$ cat config.mk
export PLATFORM = sky130hd
export DESIGN_NAME = clt_gauss_accum
export DESIGN_NICKNAME = d
export VERILOG_FILES = /design/src/rtl/clt_gauss_accum.sv
export SDC_FILE = /design/constraint.sdc
export NUM_CORES = 1
export LEC_CHECK = 0
export CAP_MARGIN = 10
export CORE_AREA = 4 4 58 60
export DETAILED_ROUTE_END_ITERATION = 6
export DIE_AREA = 0 0 62 64
export DONT_BUFFER_PORTS = 1
export PLACE_DENSITY = 0.83
export SYNTH_ARGS = -nofsm -noshare
export SYNTH_HDL_FRONTEND = slang
export SYNTH_SLANG_ARGS = --single-unit
$ cat constraint.sdc
create_clock -name clk -period 9.7 [get_ports clk]
set_input_delay 2.425 -clock clk [delete_from_list [all_inputs] [get_ports clk]]
set_output_delay 2.425 -clock clk [all_outputs]
set_load 0.02 [all_outputs]
$ cat src/rtl/clt_gauss_accum.sv
module clt_gauss_accum #(
  parameter int IN_W   = 9,
  parameter int OUT_W  = 12,
  parameter int GROUP  = 4
) (
  input  logic             clk,
  input  logic             rst,
  input  logic             in_valid,
  input  logic [IN_W-1:0]  in_sample,
  output logic             out_valid,
  output logic [OUT_W-1:0] out_sample
);

  localparam int CNT_W = $clog2(GROUP);
  localparam int ACC_W = IN_W + CNT_W + 1;
  localparam logic [CNT_W-1:0] LAST = CNT_W'(GROUP - 1);
  localparam logic signed [ACC_W-1:0] BIAS = ACC_W'(GROUP / 2);

  logic [CNT_W-1:0]        pos;
  logic signed [ACC_W-1:0] acc;

  wire signed [ACC_W-1:0] ext      = ACC_W'($signed(in_sample));
  wire signed [ACC_W-1:0] base     = (pos == '0) ? '0 : acc;
  wire signed [ACC_W-1:0] sum_next = base + ext;
  wire signed [ACC_W-1:0] unbiased = sum_next + BIAS;
  wire signed [ACC_W-1:0] scaled   = unbiased >>> 1;
  wire                    done     = in_valid && (pos == LAST);

  always_ff @(posedge clk) begin
    if (rst) begin
      pos        <= '0;
      acc        <= '0;
      out_valid  <= 1'b0;
      out_sample <= '0;
    end else begin
      out_valid <= done;
      if (in_valid) begin
        pos <= pos + 1'b1;
        acc <= sum_next;
      end
      if (done)
        out_sample <= OUT_W'(scaled);
    end
  end

endmodule

==> metrics.txt <==
outcome=completed; number of filler instances in the final layout=about 260; number of buffers inserted by port buffering=0; CP Cell Sequence=ha_1, inv_1, fa_1, nand2b_1, a21oi_1, o211ai_1, a211oi_4, nand4_1, or4_1, a311oi_1; Critical Path Max Stage Delay=between 0.4 and 0.5 ns; commonest cells after routing, fill and taps aside=sky130_fd_sc_hd__nor2_1, sky130_fd_sc_hd__dfxtp_1, sky130_fd_sc_hd__nor2b_1, sky130_fd_sc_hd__ha_1, sky130_fd_sc_hd__a21oi_1; clock latency reported for the late side of the worst-skew pair=0.32 ns; largest area contributor in the netlist=sky130_fd_sc_hd__dfxtp_1; Antenna Cells=0; Leak Pwr=0.754 nW; endpoints failing setup=0; count of maximum capacitance violations=0; largest net degree at the start of global routing=27; cell area power density=132 nW/µm²; nets@finish=roughly 240; DIE AREA=3970 µm²; signed area change from the synthesized netlist to the final layout=-1.38%; DR WL/cell=~15 µm; unrepaired setup endpoints after global routing=false; number of antenna violations at the first check in global routing=0; vias in the first global route=1469; Routed Wire Length=3660 µm; number of vias after detailed routing=1525; Post-Place Setup Slack=4.76 ns; top fanout value on the critical path=5; global router's overall resource usage=0.204; number of flops mapped to enable cells by yosys=0; die boundary width=62 µm; headroom to the max-slew limit=0.579; number of buffers created by CTS=3; post-route minimum period=roughly 4.6 ns; H-tree depth=1; Routed Antenna Nets=0; total number of placement rows=20; Fin Setup TNS=0 ns; worst supply voltage drop on vdd=0.0916 mV; number of buffers added to fix hold violations after cts=0; placed standard-cell area=1840 µm²; arrival time worst endpoint=4.87 ns; Cell variety after synth=46; Post-Syn Instances=between 200 and 250; type of the tightest min-delay check=flop to flop; Max Freq=approximately 0.22 GHz; Setup Buffers After CTS=0; number of buffers on the longest clock path=2; number of pins exceeding their max-slew limit in the final report=0; most common library cell in the layout ignoring fill and taps=sky130_fd_sc_hd__nor2_1; DRC=0; routability cong.=0.809; Core Footprint=2930 µm²; transition time at the pin with the least slew margin=~0.63 ns; average cell area after synthesis=8.50 µm²; die height=64 µm; class of the most critical setup path=input port to flop; post-layout worst setup margin=5.07 ns; total of flip-flops plus latches after synthesis=26; post-cts resize count=0; element type at the critical path start=input port; CTS Root Buffer Type=sky130_fd_sc_hd__clkbuf_4; number of violations reported at the end of detailed-routing iteration 0=92; final count of hold timing violations=0; Yosys warning total=0; leading register cell type out of synthesis=sky130_fd_sc_hd__dfxtp_1; share of async-settable or async-resettable flops after synthesis=0; final period utilization=0.477; slowest stage cell, crit path=sky130_fd_sc_hd__or4_1; clock tree from TritonCTS=yes; clock-pin slew on the worst setup and hold paths=0.15 ns; number of nets produced by synthesis=around 250; kind of end point of the critical path=flop; clk_skew=0.00608 ns; detailed-route vias per instance=6.17; post-route standard cell area excluding fillers=between 1500 and 2000 µm²; CTS sink cnt=26; number of optimization iterations in the first detailed-route pass=6; number of top-level design ports=25; layout cell share with drive strength beyond 1=0.0561; grt ovf=0; CP Data Required Time=9.94 ns; share of the synthesized area in the top cell type=0.274; proportion of synthesized chip area in sequential cells=0.274; sum of net half-perimeters after detailed placement=2840 µm; global-route wire length before repair=6270 µm; dominant cells by area after synthesis=sky130_fd_sc_hd__dfxtp_1, sky130_fd_sc_hd__ha_1, sky130_fd_sc_hd__nor2_1; combined area of all synthesized cells=1900 µm²; effective utilization at floorplan=0.650; overall power of the completed layout=0.247 mW
[power by group]
part / switching [mW] / internal [mW] / total [mW]
Combinational: 0.0420 / 0.0317 / 0.0736
Sequential: 0.00447 / 0.113 / 0.118
Clock: 0.0329 / 0.0229 / 0.0558
Total: 0.0793 / 0.168 / 0.247
[worst paths after layout]
check | start | to | slack (ns) | cells after the start
worst max-delay path | in_sample[0] | out_sample[9] | 5.07 | 10
worst min-delay path | acc[1] | acc[1] | 0.50 | 2
worst max register to register | pos[0] | out_sample[9] | 6.14 | 13
worst min register to register | acc[1] | acc[1] | 0.50 | 2
[synth_stat cells (2+ instances only)]
library cell,number
sky130_fd_sc_hd__and2_1,3
sky130_fd_sc_hd__nand3_1,5
sky130_fd_sc_hd__inv_1,8
sky130_fd_sc_hd__nand2b_1,2
sky130_fd_sc_hd__ha_1,14
sky130_fd_sc_hd__nor2b_1,14
sky130_fd_sc_hd__o31ai_1,3
sky130_fd_sc_hd__a21o_1,5
sky130_fd_sc_hd__or4_1,2
sky130_fd_sc_hd__nand4_1,4
sky130_fd_sc_hd__nand2_1,11
sky130_fd_sc_hd__clkbuf_1,4
sky130_fd_sc_hd__and3_1,4
sky130_fd_sc_hd__a21oi_1,13
sky130_fd_sc_hd__dfxtp_1,26
sky130_fd_sc_hd__xor2_1,4
sky130_fd_sc_hd__mux2i_1,11
sky130_fd_sc_hd__a211oi_1,11
sky130_fd_sc_hd__nor4_1,2
sky130_fd_sc_hd__buf_6,6
sky130_fd_sc_hd__o211ai_1,4
sky130_fd_sc_hd__o21a_1,2
sky130_fd_sc_hd__nor3_1,2
sky130_fd_sc_hd__and4_2,2
sky130_fd_sc_hd__nor2_1,30
sky130_fd_sc_hd__o21ai_0,4
sky130_fd_sc_hd__xnor2_1,8
sky130_fd_sc_hd__a311oi_1,2
[flip-flops by register name, summed over array words and instances, names as in the netlist]
| signal | cells |
|---|---|
| out_valid | 1 |
| acc | 12 |
| pos | 2 |
| out_sample | 11 |
[final cells by class]
| type | count | area (µm²) | area share |
|---|---|---|---|
| sequential | 26 | 520 | 0.277 |
| multi-input combinational | 176 | 1250 | 0.665 |
| tap | 33 | 41.3 | 0.0220 |
| clock buffer | 4 | 36.3 | 0.0193 |
| inverter | 8 | 30.0 | 0.0160 |
[cell families (layout without fill, tap and decap cells)]
kind of cell	after synthesis	count (layout)	synth area share
compound gates	50	50	0.184
simple gates	88	88	0.256
flops	26	26	0.274
mux	11	11	0.0579
fa+ha+maj	15	15	0.103
xor+xnor	12	12	0.0552
buf+inv	22	12	0.0703
[critical path: cells and delay by family]
kind / cells / cell delay, ns
buf+inv: 1 / 0.05
simple gates: 3 / 0.77
fa+ha+maj: 2 / 0.54
compound gates: 4 / 1.09
[per-stage QoR]
step | utilization | std cells | hold WS [ns]
floorplan | - | 224 | 0.452
global placement | 0.629 | 243 | 0.464
detailed placement | 0.629 | 243 | 0.472
CTS | 0.641 | 247 | 0.494
global route | 0.641 | 247 | 0.526
finish | 0.641 | 247 | 0.498
[layer usage]
layer  part of all wire  track usage  vias to the layer above
met4             0.0098       0.0637                        0
met3              0.063       0.0404                        6
met2               0.46        0.343                       39
met5                  0            0                        -
li1                   -            -                      783
met1               0.47        0.252                      697
No activity file was read; power rests on OpenSTA's default activity.
